===== src/rtl/mdio_pkg.sv =====
package mdio_pkg;
   typedef enum logic [2:0] {
      PH_IDLE,
      PH_HDR,
      PH_TA,
      PH_DATA,
      PH_TAIL
   } mdio_phase_e;

   localparam logic [1:0] SOF_BITS  = 2'b01;
   localparam logic [1:0] OP_READ   = 2'b10;
   localparam logic [1:0] OP_WRITE  = 2'b01;
   localparam logic [1:0] TA_DRIVEN = 2'b10;
endpackage


===== src/rtl/mdio_half_timer.sv =====
module mdio_half_timer #(
   parameter int DIV = 4
) (
   input  logic clk,
   input  logic rst_n,
   input  logic run_i,
   output logic half_end_o
);
   localparam int CW = (DIV > 1) ? $clog2(DIV) : 1;

   if (DIV < 1) begin : g_bad_div
      $error("mdio_half_timer: DIV must be at least 1");
   end

   if (DIV == 1) begin : g_every_clk
      assign half_end_o = run_i;
   end else begin : g_counter
      logic [CW-1:0] cnt_q;
      always_ff @(posedge clk or negedge rst_n) begin
         if (!rst_n)                    cnt_q <= '0;
         else if (!run_i)               cnt_q <= '0;
         else if (cnt_q == CW'(DIV-1))  cnt_q <= '0;
         else                           cnt_q <= cnt_q + 1'b1;
      end
      assign half_end_o = run_i && (cnt_q == CW'(DIV-1));
   end
endmodule


===== src/rtl/mdio_tx_shifter.sv =====
module mdio_tx_shifter #(
   parameter int W = 64
) (
   input  logic         clk,
   input  logic         rst_n,
   input  logic         load_i,
   input  logic [W-1:0] load_val_i,
   input  logic         shift_i,
   output logic         bit_o
);
   logic [W-1:0] sr_q;

   always_ff @(posedge clk or negedge rst_n) begin
      if (!rst_n)        sr_q <= '0;
      else if (load_i)   sr_q <= load_val_i;
      else if (shift_i)  sr_q <= {sr_q[W-2:0], 1'b0};
   end

   assign bit_o = sr_q[W-1];
endmodule


===== src/rtl/mdio_rx_shifter.sv =====
module mdio_rx_shifter #(
   parameter int W = 16
) (
   input  logic         clk,
   input  logic         rst_n,
   input  logic         shift_i,
   input  logic         bit_i,
   output logic [W-1:0] word_o
);
   always_ff @(posedge clk or negedge rst_n) begin
      if (!rst_n)       word_o <= '0;
      else if (shift_i) word_o <= {word_o[W-2:0], bit_i};
   end
endmodule


===== src/rtl/mdio_master.sv =====
module mdio_master
   import mdio_pkg::*;
#(
   parameter int DIV       = 4,
   parameter int ADDR_W    = 5,
   parameter int DATA_W    = 16,
   parameter int PRE_LEN   = 32,
   parameter int RECOV_LEN = 32,
   parameter int RD_TAIL   = 2,
   parameter int WR_TAIL   = 1
) (
   input  logic              clk,
   input  logic              rst_n,
   input  logic              start_i,
   input  logic              read_i,
   input  logic [ADDR_W-1:0] phy_addr_i,
   input  logic [ADDR_W-1:0] reg_addr_i,
   input  logic [DATA_W-1:0] wdata_i,
   output logic              busy_o,
   output logic              done_o,
   output logic [DATA_W-1:0] rdata_o,
   output logic              err_o,
   output logic              mdc_o,
   output logic              mdio_o,
   output logic              mdio_oe_o,
   input  logic              mdio_i
);
   localparam int HDR_LEN   = PRE_LEN + 4 + 2*ADDR_W;
   localparam int TX_W      = HDR_LEN + 2 + DATA_W;
   localparam int MAX_A     = (HDR_LEN > DATA_W) ? HDR_LEN : DATA_W;
   localparam int MAX_B     = (RECOV_LEN > RD_TAIL) ? RECOV_LEN : RD_TAIL;
   localparam int MAX_SLOTS = (MAX_A > MAX_B) ? MAX_A : MAX_B;
   localparam int SLOT_W    = $clog2(MAX_SLOTS + 1);

   if (DIV < 1 || ADDR_W < 1 || DATA_W < 2 || PRE_LEN < 1) begin : g_bad_cfg
      $error("mdio_master: illegal width, length or divider parameter");
   end
   if (RECOV_LEN < 1 || RD_TAIL < 1 || WR_TAIL < 1) begin : g_bad_tail
      $error("mdio_master: tail lengths must be at least 1");
   end

   mdio_phase_e       phase_q, nxt_phase;
   logic [SLOT_W-1:0] slot_q, nxt_slot, tail_last;
   logic              is_rd_q, fail_q, nxt_fail;
   logic              oe_q, nxt_oe, mdc_q;
   logic              half_end, slot_end, last_slot, accept;
   logic [TX_W-1:0]   frame;
   logic [DATA_W-1:0] rx_word;

   assign accept   = start_i && !busy_o;
   assign slot_end = half_end && mdc_q;
   assign frame    = {{PRE_LEN{1'b1}}, SOF_BITS, (read_i ? OP_READ : OP_WRITE),
                      phy_addr_i, reg_addr_i, TA_DRIVEN, wdata_i};

   mdio_half_timer #(.DIV(DIV)) u_timer (
      .clk(clk), .rst_n(rst_n), .run_i(busy_o), .half_end_o(half_end)
   );

   mdio_tx_shifter #(.W(TX_W)) u_tx (
      .clk(clk), .rst_n(rst_n), .load_i(accept), .load_val_i(frame),
      .shift_i(slot_end && !last_slot), .bit_o(mdio_o)
   );

   mdio_rx_shifter #(.W(DATA_W)) u_rx (
      .clk(clk), .rst_n(rst_n),
      .shift_i(slot_end && is_rd_q && (phase_q == PH_DATA)),
      .bit_i(mdio_i), .word_o(rx_word)
   );

   always_comb begin
      if (fail_q)       tail_last = SLOT_W'(RECOV_LEN - 1);
      else if (is_rd_q) tail_last = SLOT_W'(RD_TAIL - 1);
      else              tail_last = SLOT_W'(WR_TAIL - 1);
   end

   always_comb begin
      nxt_phase = phase_q;
      nxt_slot  = slot_q + 1'b1;
      nxt_oe    = oe_q;
      nxt_fail  = fail_q;
      last_slot = 1'b0;
      case (phase_q)
         PH_HDR: if (slot_q == SLOT_W'(HDR_LEN - 1)) begin
            nxt_phase = PH_TA;
            nxt_slot  = '0;
            nxt_oe    = !is_rd_q;
         end
         PH_TA: if (slot_q == SLOT_W'(1)) begin
            nxt_slot = '0;
            if (is_rd_q && mdio_i) begin
               nxt_phase = PH_TAIL;
               nxt_fail  = 1'b1;
               nxt_oe    = 1'b0;
            end else begin
               nxt_phase = PH_DATA;
            end
         end
         PH_DATA: if (slot_q == SLOT_W'(DATA_W - 1)) begin
            nxt_phase = PH_TAIL;
            nxt_slot  = '0;
            nxt_oe    = 1'b0;
         end
         PH_TAIL: last_slot = (slot_q == tail_last);
         default: last_slot = 1'b0;
      endcase
   end

   always_ff @(posedge clk or negedge rst_n) begin
      if (!rst_n) begin
         phase_q <= PH_IDLE;
         slot_q  <= '0;
         is_rd_q <= 1'b0;
         fail_q  <= 1'b0;
         oe_q    <= 1'b0;
         mdc_q   <= 1'b1;
         busy_o  <= 1'b0;
         done_o  <= 1'b0;
         rdata_o <= '0;
         err_o   <= 1'b0;
      end else begin
         done_o <= 1'b0;
         if (accept) begin
            phase_q <= PH_HDR;
            slot_q  <= '0;
            is_rd_q <= read_i;
            fail_q  <= 1'b0;
            oe_q    <= 1'b1;
            mdc_q   <= 1'b0;
            busy_o  <= 1'b1;
         end else if (half_end && !mdc_q) begin
            mdc_q <= 1'b1;
         end else if (slot_end && last_slot) begin
            phase_q <= PH_IDLE;
            busy_o  <= 1'b0;
            done_o  <= 1'b1;
            oe_q    <= 1'b0;
            rdata_o <= (is_rd_q && !fail_q) ? rx_word : '0;
            err_o   <= fail_q;
         end else if (slot_end) begin
            phase_q <= nxt_phase;
            slot_q  <= nxt_slot;
            oe_q    <= nxt_oe;
            fail_q  <= nxt_fail;
            mdc_q   <= 1'b0;
         end
      end
   end

   assign mdc_o     = mdc_q;
   assign mdio_oe_o = oe_q;
endmodule


===== config.mk =====
export PLATFORM = sky130hd
export DESIGN_NAME = mdio_master
export DESIGN_NICKNAME = d
export VERILOG_FILES = /design/src/rtl/mdio_pkg.sv /design/src/rtl/mdio_half_timer.sv /design/src/rtl/mdio_tx_shifter.sv /design/src/rtl/mdio_rx_shifter.sv /design/src/rtl/mdio_master.sv
export SDC_FILE = /design/constraint.sdc
export NUM_CORES = 1
export LEC_CHECK = 0
export ABC_CLOCK_PERIOD_IN_PS = 2150
export BUFFER_PORTS_ARGS = -buffer_cell sky130_fd_sc_hd__buf_2
export CAP_MARGIN = 5
export CORE_MARGIN = 1.5
export CORE_UTILIZATION = 39
export CTS_CLUSTER_DIAMETER = 100
export DETAILED_ROUTE_END_ITERATION = 6
export GPL_ROUTABILITY_DRIVEN = 0
export SETUP_SLACK_MARGIN = 0.15
export SLEW_MARGIN = 20
export SYNTH_ARGS = -nofsm -noshare
export SYNTH_HDL_FRONTEND = slang
export SYNTH_SLANG_ARGS = --single-unit
export TNS_END_PERCENT = 50

===== constraint.sdc =====
create_clock -name clk -period 2.15 [get_ports clk]
set_input_delay 0.1075 -clock clk [delete_from_list [all_inputs] [get_ports clk]]
set_output_delay 0.1075 -clock clk [all_outputs]
set_load 0.005 [all_outputs]

==> results of run 1 <==
-- worst reg2reg max path: stages (launching register included) --
cell and delay, ns:
dfrtp_2 0.42, inv_1 0.06, ha_1 0.15, nor2b_4 0.16, nand4_1 0.15, a21o_1 0.25, or4_1 0.48, a21oi_1 0.15
-- final timing paths --
check | end | depth (start not counted)
setup reg to reg | phase_q[1]$_DFFE_PN0P_ | 7
hold / removal | mdc_o$_DFFE_PN1P_ | 4
min in group asynchronous | u_tx.sr_q[10]$_DFFE_PN0P_ | 2
max in group asynchronous | u_tx.sr_q[44]$_DFFE_PN0P_ | 3
hold reg to reg | u_timer.g_counter.cnt_q[0]$_DFF_PN0_ | 1
setup / recovery | phase_q[1]$_DFFE_PN0P_ | 7
-- cell usage in the layout (no fill, tap or decap), drive strengths merged, types with 3 or more instances in the layout --
master       synthesis  layout
a21o                 5       5
a21oi               32      32
a221o               25      25
buf                 18      76
bufinv               0       7
clkbuf              29      21
dfrtp              113     113
dlygate4sd3          0      29
ha                   3       3
mux2                17      17
nand2               75      75
nand2b               3       3
nand3               82      82
nor2                10      10
nor2b                6       6
nor3                 6       6
o211ai               3       3
o21ai               58      58
-- routing by layer --
| metal | wire length, um | vias to the layer above |
|---|---|---|
| li1 | - | 2013 |
| met1 | 5550 | 2067 |
| met2 | 5320 | 114 |
| met3 | 536 | 4 |
| met4 | 54 | 0 |
| met5 | 0 | - |
-- final cells by class --
| type | count | area (um2) | share of cell area (%) |
|---|---|---|---|
| sequential | 114 | 2860 | 42.9 |
| multi-input combinational | 352 | 2080 | 31.2 |
| timing repair buffer | 105 | 800 | 12.0 |
| clock buffer | 21 | 470 | 7.07 |
| clock inverter | 10 | 228 | 3.42 |
| tap | 172 | 215 | 3.23 |
| inverter | 2 | 7.51 | 0.113 |
-- flip-flops by register name, summed over array words and instances, names as in the netlist --
signal,count
err_o,1
rdata_o,16
slot_q,6
u_tx.sr_q,64
mdio_oe_o,1
busy_o,1
u_rx.word_o,16
fail_q,1
u_timer.g_counter.cnt_q,2
phase_q,3
done_o,1
is_rd_q,1
mdc_o,1
-- power breakdown --
part | leakage [nW] | switching [mW] | internal (mW)
registers | 1.36 | 0.0240 | 2.18
clock network | 0.339 | 0.933 | 2.37
logic | 1.20 | 0.0940 | 0.0985
total | 2.90 | 1.05 | 4.65
-- metrics by stage --
step,instances,setup slack (ns),util [%],cell area [um2]
after global routing,776,0.126,52.3,6660
after detailed placement,713,0.0829,44.2,5620
after global placement,713,0.178,44.2,5620
final,776,0.247,52.3,6660
after CTS,775,0.184,52.1,6630
after floorplan,515,0.280,-,5110
-- repair_timing --
item                       in CTS  in global routing
gates resized for setup         0                  8
buffers inserted                2                  1
hold buffers                   29                  0
pin swaps                       1                  1
hold endpoints to repair       62                  0
setup endpoints to repair       1                 52
-- kinds of logic (layout without fill, tap and decap cells) --
kind of cell	Yosys count	after routing	synth area share (%)
compound gates	138	138	17.4
fa+ha+maj	3	3	0.734
buf+inv	49	138	4.21
flops	114	114	55.8
mux	18	18	3.94
simple gates	193	193	17.9
==> metrics, run 1 <==
hold_sp start_i; Buf/Inv on CP 1; crit path cell chain inv_1, ha_1, nor2b_4, nand4_1, a21o_1, or4_1, a21oi_1; critical path data arrival time 2.23 ns; final setup TNS 0 ns; Max-slew headroom 69.3%; run status finished, final reports clean; initial antenna violation count 0; vias in the first global route around 4000; minimum clock period between 1.5 and 2 ns; post-synthesis cell area slightly above 0.005 mm2; Synth Register Bits roughly 110; Fin. Hold Viols 0; Final setup viols 0; most frequent cell after synthesis dfrtp_1; CTS Sinks 114; clk buf depth 2; GR Util met2 26.3%; FF-to-FF Start slot_q[1]$_DFFE_PN0P_; Worst-Margin Slew about 0.46 ns; total CTS buffers 17; grt peak-use layer met2; DRT antenna net count 0; Final Max Slew Viols 0; drt total wl approximately 11000 um; fill count between 1000 and 1500; fin nets between 600 and 700; DRT iter0 DRCs around 290; crit path from slot_q[1]$_DFFE_PN0P_; Worst VDD drop between 600 and 700 uV; total grt overflow 0; share of the synthesized area in the top cell type between 50% and 60%; Synth area leaders dfrtp_1 (55%), nand3_1 (8.0%), o21ai_0 (5.6%); core area between 0.01 and 0.015 mm2; Yosys warnings 0; M3 GR Usage under 10%; Post-Syn Area per Cell 9.93 um2; area grow syn2layout 30.1%; Post-synth EDFFs 0; fin crit share around nine tenths; vias per inst 5.41; Required @ worst endpoint between 2 and 2.5 ns; Fmax achieved between 0.5 and 0.6 GHz; CP delay by family, top simple AND/OR/NAND/NOR gates; most area-hungry cell type in the Yosys netlist dfrtp_1; # rows 41; Power Density between 800 and 900 mW/mm2; GRT Overall Usage around 17%; met1 usage 24.0%; first-pass GRT wire length 19600 um; antenna cell count 0; Die H 118 um; H-tree depth 4; Synth Flop Type dfrtp_1; MaxCap Viol Count 0; Setup crit start kind register; Setup CP Type reg -> reg; share of layout cells above drive strength 1 23.2%; Hold Slack around 0.055 ns; PortBufs 52; Die W about 120 um; DRC 0; worst clock skew 0.00829 ns; crit end category register; Async SR Flop Fraction between 90% and 100%; Critical Path Fanout Max 4; post-synthesis sequential area ratio between 50% and 60%; synth unique cells between 40 and 50; syn nets roughly 550; leakage roughly 2.9 nW; Via Count between 4000 and 5000; WL/cell ~15 um; Syn Inst Count between 500 and 600; largest net degree at the start of global routing 44; Detailed Routing Iterations Pass 1 4; Hold/Removal Path Class in -> reg; I/O pin count between 50 and 60; RSZ-0062 raised after global routing yes; Clk Latency, worst-skew pair 0.41 ns; Die ar. ~0.014 mm2; synth cell count leaders dfrtp_1 (113), nand3_1 (82), nand2_1 (75); DP Wirelength approximately 6800 um; Clk Tree Root Cell clkbuf_16; Overall Power roughly 5.7 mW; CP max stage delay 0.48 ns; Max stage delay cell, worst path or4_1; CTS tree done; initial core utilization between 40% and 50%; R2R Setup Slk approximately 0.25 ns; register clock-pin slew on the reported worst setup and hold paths around 0.050 ns
No activity file was read; power rests on OpenSTA's default activity.
==> run 2, diff against run 1 <==
- CELL_PAD_IN_SITES_DETAIL_PLACEMENT: unset -> 1
- CELL_PAD_IN_SITES_GLOBAL_PLACEMENT: unset -> 1
- PLACE_DENSITY_LB_ADDON: unset -> 0.1
==> metrics, run 2 (same netlist as run 1, synthesis figures left out) <==
minimum clock period 1.96 ns (+0.0604 ns); MaxCap Viol Count 0 (unchanged); DP Wirelength 8140 um (+19%); I/O pin count 53 (unchanged); fin crit share 91.3% (+2.8 points); final setup TNS 0 ns (unchanged); CTS Sinks 114 (unchanged); crit end category register; reg2reg path depth 7 (unchanged); Largest register FFs 64 (unchanged); Final Max Slew Viols 0 (unchanged); Multi-input gate area 0.00210 mm2 (+1.1%); area grow syn2layout 28.2%; Setup crit start kind register; critical path data arrival time 2.30 ns (+0.07 ns); DRT iter0 DRCs 300 (+4.5%); # rows 41 (unchanged); register clock-pin slew on the reported worst setup and hold paths 0.05 ns (about the same); run status finished, final reports clean; Die H 118 um (unchanged); vias in the first global route 4470 (+10%); dpl cell area 0.00565 mm2 (+0.53%); Clk Latency, worst-skew pair 0.41 ns (about the same); Via Count 4263 (+1.5%); largest registers u_tx.sr_q (64), rdata_o (16), u_rx.word_o (16); Required @ worst endpoint 2.49 ns (about the same); final instance area 0.00656 mm2 (-1.5%); Hold/Removal Path Class in -> reg; PortBufs 52 (unchanged); fin nets 627 (+0.16%); Overall Power 4.91 mW (-14%); hold-critical path depth 4 (unchanged); share of layout cells above drive strength 1 24.1% (+0.91 points); CTS tree done; Die ar. 0.0138 mm2 (unchanged); Max stage delay cell, worst path or4_1; Final setup viols 0 (unchanged); antenna cell count 0 (unchanged); first-pass GRT wire length 22800 um (+16%); Worst VDD drop 493 uV (-24%); most common cell after layout, fill and taps aside dfrtp_1; DRT antenna net count 0 (unchanged); CP max stage delay 0.49 ns (about the same); clk buf depth 2 (unchanged); Fin. Hold Viols 0 (unchanged); vias per inst 5.48 (+1.3%); H-tree depth 4 (unchanged); DRC 0 (unchanged); RSZ-0062 raised after global routing yes; Die W 118 um (unchanged); leakage 2.86 nW (-1.6%); Power Density 749 mW/mm2 (-13%); Setup CP Type reg -> reg; drt total wl 13400 um (+16%); Detailed Routing Iterations Pass 1 4 (unchanged); total CTS buffers 17 (unchanged); sequential cell area 0.00286 mm2 (unchanged); Fmax achieved 0.509 GHz (-3.1%); Worst-Margin Slew 0.607 ns (+0.146 ns); commonest non-fill, non-tap cells in the layout dfrtp_1 (111), nand3_1 (81), nand2_1 (75); total grt overflow 0 (unchanged); initial core utilization 40.2% (unchanged); GRT Overall Usage 20.6% (+3.1 points); core area 0.0127 mm2 (unchanged); worst clock skew 0.00711 ns (-0.00117 ns); Critical Path Fanout Max 5 (+1); Largest Register u_tx.sr_q; WL/cell 17.2 um (+16%); crit path cell chain inv_1, ha_2, nor2b_4, nand4_1, a21o_1, or4_1, a21oi_2; largest net degree at the start of global routing 42 (-4.5%); Clk Tree Root Cell clkbuf_16; fill count 1471 (+25%); initial antenna violation count 0 (unchanged); Max-slew headroom 59.4% (-9.9 points)
-- run 2: cell count changes in the layout (fill, tap and decap cells not counted), moves of 2 or more --
cell	previous run	this run
bufinv_16	7	0
clkinv_2	2	7
clkinv_4	0	2
buf_12	5	8
-- run 2: critical path: cells and delay by family (launching register included) --
kind	cells	cell delay [ns]
and+or+nand+nor	3	0.84
DFF	1	0.43
AOI/OAI and AO/OA	2	0.38
adders and majority gates	1	0.18
buffers and inverters	1	0.07
-- run 2: what timing repair did --
action | in CTS | in global routing
setup buffers | 1 | 4
hold endpoints to repair | 68 | 0
pin swaps | 1 | 3
gates resized for setup | 3 | 10
endpoints found under the setup margin | 18 | 29
hold buffers | 29 | 0
-- run 2: through the flow --
step / hold slack (ns) / setup slack (ns) / utilization (%) / instances
2_1_floorplan: -0.188 / 0.280 / - / 515
3_5_place_dp: 0.141 / 0.0369 / 44.4 / 712
6_report: 0.0398 / 0.187 / 51.5 / 778
5_1_grt: 0.0469 / 0.0669 / 51.5 / 778
4_1_cts: 0.0123 / 0.170 / 51.0 / 774
3_3_place_gp: 0.136 / 0.161 / 44.4 / 712
-- run 2: area by class of cell --
type	count	share of cell area (%)
well taps	172	3.28
repair buffers	106	12.8
flip-flops and latches	114	43.6
inverters	2	0.114
clock buffers	22	7.23
multi-input cells	352	32.1
clock inverters	10	0.916
-- run 2: final timing paths --
check | startpoint | end | slack [ns]
max in group asynchronous | rst_n | mdc_o$_DFFE_PN1P_ | 1.17
min in group asynchronous | rst_n | u_tx.sr_q[9]$_DFFE_PN0P_ | 0.24
setup reg to reg | slot_q[1]$_DFFE_PN0P_ | phase_q[1]$_DFFE_PN0P_ | 0.19
hold reg to reg | u_timer.g_counter.cnt_q[0]$_DFF_PN0_ | u_timer.g_counter.cnt_q[0]$_DFF_PN0_ | 0.43
hold / removal | start_i | mdc_o$_DFFE_PN1P_ | 0.04
setup / recovery | slot_q[1]$_DFFE_PN0P_ | phase_q[1]$_DFFE_PN0P_ | 0.19
-- run 2: per-layer routing --
metal  part of all wire (%)  GRT usage, %  vias to the layer above
met5                      0             0                        -
met4                    1.1          7.16                        0
met3                    2.8          5.38                       12
met2                     48          32.8                       59
met1                     48          27.4                     2177
li1                       -             -                     2015
-- run 2: power breakdown --
group	internal (mW)	leakage (nW)	total, mW	switching [mW]
clock network	1.55	0.269	2.51	0.960
registers	2.18	1.36	2.21	0.0255
logic	0.101	1.23	0.200	0.0993
==> run 3, diff against run 2 <==
- CORE_ASPECT_RATIO: unset -> 1.4
==> metrics, run 3 (same netlist as run 1, synthesis figures left out) <==
Clk pwr share 54.9% (+3.9 points); critical path data arrival time 2.29 ns (about the same); grt peak-use layer met2; drt total wl 14300 um (+7.1%); total grt overflow 0 (unchanged); fill count 1423 (-3.3%); Critical Path Fanout Max 5 (unchanged); GRT Overall Usage 21.6% (+1.0 points); largest net degree at the start of global routing 70 (+67%); Via Count 4473 (+4.9%); Die W 99.8 um (-15%); Setup crit start kind register; largest registers u_tx.sr_q (64), rdata_o (16), u_rx.word_o (16); RSZ-0062 raised after global routing yes; share of layout cells above drive strength 1 26.8% (+2.7 points); crit path cell chain buf_4, ha_4, nor2b_4, nand4_1, a21o_4, a221o_1, a21o_1; Sw Pwr 1.11 mW (+2.2%); initial core utilization 39.9% (-0.29 points); clk buf depth 2 (unchanged); Clk Latency, worst-skew pair 0.41 ns (about the same); run status finished, final reports clean; antenna cell count 0 (unchanged); Hold/Removal Path Class in -> reg; Largest register FFs 64 (unchanged); Worst VDD drop 466 uV (-5.4%); hold-critical path depth 4 (unchanged); minimum clock period 1.99 ns (+0.0234 ns); reg2reg path depth 7 (unchanged); crit end category register; Setup CP Type reg -> reg; total CTS buffers 17 (unchanged); Max stage delay cell, worst path dfrtp_1; Final setup viols 0 (unchanged); I/O pin count 53 (unchanged); fin crit share 92.4% (+1.1 points); switch share 20.6% (-1.5 points); WL/cell 18.3 um (+6.8%); MaxCap Viol Count 0 (unchanged); CP max stage delay 0.45 ns (-0.04 ns); M3 GR Usage 4.04% (-1.3 points); DRT antenna net count 0 (unchanged); final setup TNS 0 ns (unchanged); Die H 139 um (+18%); DRC 0 (unchanged); initial antenna violation count 1 (+1); area grow syn2layout 33.3%; Final Max Slew Viols 0 (unchanged); leakage 3.00 nW (+5.1%); met1 usage 26.8% (-0.55 points); core area 0.0128 mm2 (+0.72%); PortBufs 52 (unchanged); Power Density 789 mW/mm2 (+5.3%); DP Wirelength 8150 um (+0.11%); Max-slew headroom 52.8% (-6.5 points); Fmax achieved 0.503 GHz (-1.2%); fin nets 650 (+3.7%); CTS tree done; commonest non-fill, non-tap cells in the layout dfrtp_1 (113), nand3_1 (81), nand2_1 (75); DRT iter0 DRCs 235 (-22%); Detailed Routing Iterations Pass 1 4 (unchanged); Largest Register u_tx.sr_q; Clk Tree Root Cell clkbuf_16; CTS Sinks 114 (unchanged); power share of the sequential group 41.0% (-3.9 points); Worst-Margin Slew 0.707 ns (+0.0997 ns); most common cell after layout, fill and taps aside dfrtp_1; Placed Cells 708 (-0.56%); Internal Pwr Total 4.27 mW (+12%); Final Util 53.2% (+1.7 points); Fin. Hold Viols 0 (unchanged); GR Util met2 35.8% (+3.0 points); first-pass GRT wire length 23500 um (+3.2%); Die ar. 0.0138 mm2 (about the same); vias per inst 5.73 (+4.7%); H-tree depth 4 (unchanged); R2R Setup Slk 0.16 ns (-0.02 ns); # rows 49 (+20%); Comb pwr share 4.1% (about the same); register clock-pin slew on the reported worst setup and hold paths 0.05 ns (about the same); Required @ worst endpoint 2.45 ns (-0.04 ns); non-filler cells, final 780 (+0.26%); worst clock skew 0.00801 ns (+0.000893 ns); vias in the first global route 4602 (+3.0%)
## run 3: critical path, delay by kind of cell, from the launching register on
| family | cells | cell delay [ns] |
|---|---|---|
| compound gates | 3 | 0.79 |
| fa+ha+maj | 1 | 0.14 |
| buf+inv | 1 | 0.16 |
| flops | 1 | 0.45 |
| simple gates | 2 | 0.33 |
## run 3: final cells by class
| type | instances | area, um2 | share of cell area [%] |
|---|---|---|---|
| flip-flops and latches | 114 | 2850 | 41.9 |
| well taps | 153 | 191 | 2.81 |
| multi-input cells | 353 | 2130 | 31.2 |
| repair buffers | 128 | 1020 | 14.9 |
| clock buffers | 20 | 457 | 6.70 |
| inverters | 2 | 10.0 | 0.147 |
| clock inverters | 10 | 159 | 2.33 |
## run 3: worst paths after layout
kind                                                       from                              endpoint
max                                       slot_q[0]$_DFFE_PN0P_                 mdio_oe_o$_DFFE_PN0P_
min                                                     start_i                     mdc_o$_DFFE_PN1P_
max reg2reg                               slot_q[0]$_DFFE_PN0P_                 mdio_oe_o$_DFFE_PN0P_
min reg2reg                u_timer.g_counter.cnt_q[0]$_DFF_PN0_  u_timer.g_counter.cnt_q[0]$_DFF_PN0_
max in group asynchronous                                 rst_n              u_tx.sr_q[8]$_DFFE_PN0P_
min in group asynchronous                                 rst_n               rdata_o[10]$_DFFE_PN0N_
## run 3: through the flow
stage               power [mW]  worst slack [ns]  hold WS, ns  cell area, um2
floorplan                 2.29             0.280       -0.188            5110
global placement          2.40            -0.168        0.177            5700
detailed placement        2.41            -0.139        0.180            5710
CTS                       5.43            0.0927      0.00883            6680
global route              5.55            0.0712       0.0489            6820
finish                    5.38             0.163       0.0360            6820
## run 3: power groups by stage
stage / Clock (mW) / Combinational (mW) / Sequential [mW]
3_5_place_dp: 0 / 0.167 / 2.24
3_3_place_gp: 0 / 0.161 / 2.24
5_1_grt: 3.09 / 0.248 / 2.21
2_1_floorplan: 0 / 0.0607 / 2.23
6_report: 2.95 / 0.221 / 2.20
4_1_cts: 3.01 / 0.215 / 2.20
## run 3: what timing repair did
| item | 4_1_cts | 5_1_grt |
|---|---|---|
| gates cloned | 0 | 2 |
| hold buffers | 29 | 0 |
| gates resized for setup | 6 | 18 |
| pin swaps | 2 | 7 |
| buffers inserted | 5 | 6 |
| setup endpoints to repair | 8 | 68 |
| hold endpoints to repair | 75 | 0 |
## run 3: per-layer routing
layer,wire (um),share of wire (%)
met1,6040,42
met5,0,0
met4,397,2.8
met3,444,3.1
met2,7420,52
